--- config.mk ---
export PLATFORM = sky130hd
export DESIGN_NAME = trap_entry_unit
export DESIGN_NICKNAME = d
export VERILOG_FILES = /design/src/rtl/trap_pkg.sv /design/src/rtl/trap_route.sv /design/src/rtl/trap_status_next.sv /design/src/rtl/trap_vector.sv /design/src/rtl/trap_entry_unit.sv
export SDC_FILE = /design/constraint.sdc
export NUM_CORES = 1
export LEC_CHECK = 0
export ABC_AREA = 1
export CAP_MARGIN = 20
export CORE_AREA = 10 10 128 130
export DETAILED_ROUTE_END_ITERATION = 8
export DIE_AREA = 0 0 138 140
export DONT_BUFFER_PORTS = 1
export HOLD_SLACK_MARGIN = 0.05
export PLACE_DENSITY = 0.7
export SLEW_MARGIN = 5
export SYNTH_ARGS = -nofsm -noshare
export SYNTH_HDL_FRONTEND = slang
export SYNTH_SLANG_ARGS = --single-unit
--- constraint.sdc ---
create_clock -name clk -period 9.1 [get_ports clk]
set_input_delay 1.82 -clock clk [delete_from_list [all_inputs] [get_ports clk]]
set_output_delay 1.82 -clock clk [all_outputs]
set_load 0.005 [all_outputs]
--- src/rtl/trap_pkg.sv ---
package trap_pkg;

    localparam logic [1:0] PRIV_U = 2'd0;
    localparam logic [1:0] PRIV_S = 2'd1;
    localparam logic [1:0] PRIV_M = 2'd3;

    typedef struct packed {
        logic [1:0] m_prev_priv;
        logic       s_prev_priv;
        logic       m_prev_en;
        logic       s_prev_en;
        logic       m_en;
        logic       s_en;
    } status_t;

    typedef enum logic {
        ST_IDLE,
        ST_COMMIT
    } fsm_e;

    function automatic logic is_env_call(input logic [7:0] c);
        return (c == 8'd8) || (c == 8'd9) || (c == 8'd11);
    endfunction

    function automatic logic captures_addr(input logic [7:0] c);
        case (c)
            8'd0, 8'd1, 8'd4, 8'd5, 8'd6, 8'd7, 8'd12, 8'd13, 8'd15: return 1'b1;
            default: return 1'b0;
        endcase
    endfunction

endpackage

--- src/rtl/trap_route.sv ---
module trap_route
    import trap_pkg::*;
#(
    parameter int XLEN = 32,
    parameter int CW   = $clog2(XLEN)
) (
    input  logic            irq_i,
    input  logic [CW-1:0]   cause_i,
    input  logic [1:0]      priv_i,
    input  logic [XLEN-1:0] edeleg_i,
    input  logic [XLEN-1:0] ideleg_i,
    output logic [CW-1:0]   cause_o,
    output logic            to_super_o
);
    logic [7:0] wide_cause;
    logic       low_priv;
    logic       sel_bit;

    always_comb begin
        wide_cause = 8'(cause_i);
        cause_o    = cause_i;
        if (!irq_i && is_env_call(wide_cause)) begin
            unique case (priv_i)
                PRIV_U:  cause_o = CW'(8);
                PRIV_S:  cause_o = CW'(9);
                default: cause_o = CW'(11);
            endcase
        end
        low_priv   = (priv_i == PRIV_U) || (priv_i == PRIV_S);
        sel_bit    = irq_i ? ideleg_i[cause_o] : edeleg_i[cause_o];
        to_super_o = low_priv && sel_bit;
    end
endmodule

--- src/rtl/trap_status_next.sv ---
module trap_status_next
    import trap_pkg::*;
(
    input  status_t    status_i,
    input  logic [1:0] priv_i,
    input  logic       to_super_i,
    output status_t    status_o
);
    always_comb begin
        status_o = status_i;
        if (to_super_i) begin
            status_o.s_prev_en   = status_i.s_en;
            status_o.s_prev_priv = priv_i[0];
            status_o.s_en        = 1'b0;
        end else begin
            status_o.m_prev_en   = status_i.m_en;
            status_o.m_prev_priv = priv_i;
            status_o.m_en        = 1'b0;
        end
    end
endmodule

--- src/rtl/trap_vector.sv ---
module trap_vector #(
    parameter int XLEN = 32,
    parameter int CW   = $clog2(XLEN)
) (
    input  logic [XLEN-1:0] tvec_i,
    input  logic            irq_i,
    input  logic [CW-1:0]   cause_i,
    output logic [XLEN-1:0] pc_o
);
    localparam logic [1:0] MODE_VECTORED = 2'd1;

    logic [XLEN-1:0] base;
    logic [XLEN-1:0] offset;

    always_comb begin
        base   = {tvec_i[XLEN-1:2], 2'b00};
        offset = '0;
        if (irq_i && (tvec_i[1:0] == MODE_VECTORED)) begin
            offset = {{(XLEN-CW-2){1'b0}}, cause_i, 2'b00};
        end
        pc_o = base + offset;
    end
endmodule

--- src/rtl/trap_entry_unit.sv ---
module trap_entry_unit
    import trap_pkg::*;
#(
    parameter int XLEN = 32,
    parameter int CW   = $clog2(XLEN)
) (
    input  logic            clk,
    input  logic            rst_n,
    input  logic            req_i,
    input  logic            irq_i,
    input  logic [CW-1:0]   cause_i,
    input  logic [XLEN-1:0] addr_i,
    input  logic [XLEN-1:0] pc_i,
    input  logic [1:0]      priv_i,
    input  logic [6:0]      status_i,
    input  logic [XLEN-1:0] edeleg_i,
    input  logic [XLEN-1:0] ideleg_i,
    input  logic [XLEN-1:0] stvec_i,
    input  logic [XLEN-1:0] mtvec_i,
    output logic            done_o,
    output logic            to_super_o,
    output logic [1:0]      new_priv_o,
    output logic [6:0]      status_o,
    output logic [XLEN-1:0] cause_o,
    output logic [XLEN-1:0] epc_o,
    output logic [XLEN-1:0] tval_o,
    output logic [XLEN-1:0] next_pc_o,
    output logic            resv_clear_o
);
    fsm_e state_q, state_d;

    logic [CW-1:0]   eff_cause;
    logic            to_super;
    status_t         status_nx;
    logic [XLEN-1:0] vec_pc;
    logic [XLEN-1:0] cause_word;
    logic [XLEN-1:0] tval_nx;
    logic [1:0]      priv_nx;
    logic            accept;

    trap_route #(.XLEN(XLEN), .CW(CW)) u_route (
        .irq_i      (irq_i),
        .cause_i    (cause_i),
        .priv_i     (priv_i),
        .edeleg_i   (edeleg_i),
        .ideleg_i   (ideleg_i),
        .cause_o    (eff_cause),
        .to_super_o (to_super)
    );

    trap_status_next u_status (
        .status_i   (status_t'(status_i)),
        .priv_i     (priv_i),
        .to_super_i (to_super),
        .status_o   (status_nx)
    );

    trap_vector #(.XLEN(XLEN), .CW(CW)) u_vector (
        .tvec_i  (to_super ? stvec_i : mtvec_i),
        .irq_i   (irq_i),
        .cause_i (eff_cause),
        .pc_o    (vec_pc)
    );

    always_comb begin
        cause_word = {irq_i, {(XLEN-CW-1){1'b0}}, eff_cause};
        tval_nx    = (!irq_i && captures_addr(8'(eff_cause))) ? addr_i : '0;
        priv_nx    = to_super ? PRIV_S : PRIV_M;
        accept     = req_i && (state_q == ST_IDLE);
    end

    // next-state logic
    always_comb begin
        state_d = state_q;
        unique case (state_q)
            ST_IDLE:   if (req_i) state_d = ST_COMMIT;
            ST_COMMIT: state_d = ST_IDLE;
        endcase
    end

    // state register
    always_ff @(posedge clk) begin
        if (!rst_n) state_q <= ST_IDLE;
        else        state_q <= state_d;
    end

    // result registers
    always_ff @(posedge clk) begin
        if (!rst_n) begin
            to_super_o   <= 1'b0;
            new_priv_o   <= PRIV_M;
            status_o     <= '0;
            cause_o      <= '0;
            epc_o        <= '0;
            tval_o       <= '0;
            next_pc_o    <= '0;
            resv_clear_o <= 1'b0;
        end else begin
            resv_clear_o <= 1'b0;
            if (accept) begin
                to_super_o   <= to_super;
                new_priv_o   <= priv_nx;
                status_o     <= 7'(status_nx);
                cause_o      <= cause_word;
                epc_o        <= pc_i;
                tval_o       <= tval_nx;
                next_pc_o    <= vec_pc;
                resv_clear_o <= (priv_nx != priv_i);
            end
        end
    end

    // outputs decoded from state
    always_comb begin
        done_o = (state_q == ST_COMMIT);
    end
endmodule

==> results by group <==
Outcome
  – Status: finished clean

Power and ir drop
  – Overall Power: 1160 uW
  – Cell Int Power: 781 uW
  – Sw Share: 32.8%
  – Pwr dens: 160 nW/um^2
  – Clock share of power: 32.0%
  – Static leakage: 0.00352 uW
  – Register share of total power: 47.1%
  – Combinational share of power: 20.9%
  – Peak supply drop: 0.000137 V
  – Psw: 381 uW

STA
  – Clock Skew: 5.94 ps
  – RSZ-0062 raised after global routing: false
  – Worst relative slew slack: 44.1%
  – Slew @ Worst Pin: 836 ps
  – Setup Viol. Count Final: 0
  – Fmax achieved: 137 MHz
  – Final Cycle Share: 80.5%
  – Final min period: 7320 ps
  – Setup TNS: 0 ps
  – Final hold vios: 0
  – Slew Limit Fails: 0

Clock network
  – CTS Buf Count: 9
  – Sink Count: 111
  – Worst skew pair latency: 340 ps
  – Post-CTS setup buffer count: 0
  – CTS tree: done
  – Maximum root-to-sink buffer count: 2
  – Clock Pin Slew Worst Setup and Hold Paths: 70 ps
  – Root buffer cell: clkbuf_16
  – Post-CTS Hold Fix Bufs: 0
  – H-tree levels: 3
  – Count of cells resized by post-cts repair: 0

Yosys
  – Seq/Total Area, Yosys: 31.2%
  – Syn avg cell area: 6.14 um^2
  – Yosys cell types: 38
  – Yosys warns: 0
  – Netlist Area Pre-Place: 7130 um^2
  – Cells after synthesis: 1161
  – Synth Register Bits: 111

Worst setup path
  – Crit path largest cell delay: 660 ps
  – Worst setup EP type: flip-flop
  – WS Path Type: primary input to flip-flop
  – Critical Path Slowest Stage Cell: nand4_2
  – Most used cell along the critical path: nand2_1
  – Worst EP required: 9340 ps
  – Crit path max fanout: 47
  – CP Data Arrival Time: 7560 ps
  – Startpoint Class: primary input

GRT
  – Largest net degree at the start of global routing: 76
  – Number of global-route vias before repair: 6379
  – Overall global routing resource usage: 23.7%
  – Gr ovfl total: 0
  – Initial antenna violation count: 2
  – First-pass GRT wire length: 37400 um

Floorplan
  – Floorplan Core Area: 13800 um^2
  – Die area: 19300 um^2
  – Initial Util: 51.8%
  – Num ports: 350
  – Die Wd: 138 um
  – Die height: 140 um
  – FP Rows: 43

Placement
  – IO buf count: 0
  – DP Cell Count: 1282
  – GP Congestion: 0.945
  – Post-placement cell area: 6970 um^2
  – Final HPWL DP: 19600 um

Worst hold path
  – Hold Crit Class: flip-flop to flip-flop

Detailed routing
  – Drt total wl: 24800 um
  – Antenna Nets Post-Route: 0
  – DRT Pass-1 Iters: 5
  – 1st-iter DRT viols: 536
  – Drt wl/cell: 19.1 um
  – Routed vias: 7036
  – Via/cell ratio: 5.41
  – DRC viols: 0

Finish
  – Nets: 1330
  – Syn-to-layout area delta: 1.96%
  – Non-filler cells, final: 1300
  – Cell area after layout: 7270 um^2
  – Util after Layout: 52.8%
  – Share of cells above drive strength 1: 5.90%

Flow run
  – Max cap viols: 0
-- worst paths after layout --
kind | start | depth (start not counted) | slack [ps] | endpoint
max reg2reg | done_o | 9 | 6570 | status_o[2]
max | cause_i[3] | 31 | 1780 | next_pc_o[20]
min | tval_o[13] | 2 | 490 | tval_o[13]
min reg2reg | tval_o[13] | 2 | 490 | tval_o[13]
-- sequential cells by signal, summed over array words and instances, names as in the netlist --
name          flops
cause_o           6
done_o            1
epc_o            32
new_priv_o        1
next_pc_o        30
resv_clear_o      1
status_o          7
to_super_o        1
tval_o           32
-- final cells by class --
type / count / area (um^2)
fillers: 1479 / 6500
multi-input cells: 876 / 4070
flip-flops and latches: 111 / 2220
inverters: 109 / 412
clock buffers: 10 / 229
well taps: 180 / 225
repair buffers: 7 / 60.1
clock inverters: 6 / 53.8
diodes: 1 / 2.50
-- synth_stat cells --
cell type  number  share of area (%)
nand2_1       292                 15
nand3_1       183                 13
nor2_1        180                9.5
dfxtp_1       111                 31
inv_1         101                5.3
o21ai_0        58                4.1
a21oi_1        51                3.6
buf_4          35                3.7
clkbuf_1       31                1.6
nand3b_1       16                1.7
buf_2          14               0.98
nand2_2        11               0.96
xor2_1          8               0.98
buf_1           6               0.32
buf_6           6               0.95
nor2_4          6               0.95
o21ai_1         6               0.42
ha_1            5               0.88
inv_2           5               0.26
nor2_2          5               0.44
nand2_4         3               0.47
nand3_2         3               0.42
nand4_1         3               0.26
a31oi_1         2               0.18
clkinv_1        2               0.11
conb_1          2               0.11
nand3_4         2               0.49
nor2_8          2               0.56
o211ai_1        2               0.21
or2_2           2               0.18
a21boi_0        1               0.11
a21oi_2         1               0.12
fa_1            1               0.28
inv_4           1              0.088
nand4_2         1               0.18
nor3_1          1              0.070
o21a_1          1               0.11
xnor2_1         1               0.12
-- power by group through the flow --
stage / Clock, uW / Sequential [uW] / Combinational (uW)
after floorplan: 0 / 545 / 212
after global placement: 0 / 560 / 238
after global routing: 398 / 551 / 278
after CTS: 379 / 549 / 242
after detailed placement: 0 / 560 / 241
final: 371 / 548 / 243
-- per-layer routing --
| metal | wire (um) | up-vias | track usage [%] |
|---|---|---|---|
| met4 | 308 | 2 | 4.88 |
| met3 | 2600 | 23 | 8.65 |
| met2 | 13000 | 297 | 43.0 |
| li1 | - | 3530 | - |
| met5 | 13 | - | 0 |
| met1 | 8840 | 3184 | 25.7 |
-- layout by cell type (no fill, tap or decap), types with 7 or more instances in the layout --
cell / instances
nand2_2: 11
clkbuf_16: 9
nor2_1: 179
nand3_1: 183
conb_1: 29
nor2_4: 7
xor2_1: 8
dfxtp_1: 111
o21ai_0: 58
inv_1: 100
nand2_1: 292
nand3b_1: 16
a21oi_1: 51
-- stage by stage --
step	worst slack, ps	hold slack (ps)
after CTS	1790	496
after global placement	1650	480
after global routing	1080	521
after floorplan	3070	456
after detailed placement	1450	485
final	1780	493
-- cells by family (layout without fill, tap and decap cells) --
group	Yosys count	in the layout	share of synthesized area (%)
other	2	30	0.105
xor gates and xnor gates	9	9	1.11
adders and majority gates	6	6	1.16
buffers and inverters	201	132	13.3
and+or+nand+nor	710	710	44.4
DFF	111	111	31.2
AOI/OAI and AO/OA	122	122	8.79
-- worst max-delay path, delay by kind of cell --
family | cells | cell delay (ps)
AOI/OAI and AO/OA | 4 | 710
buffers and inverters | 6 | 1010
and+or+nand+nor | 19 | 3410
adders and majority gates | 2 | 540
(Power assumes the default switching activity.)
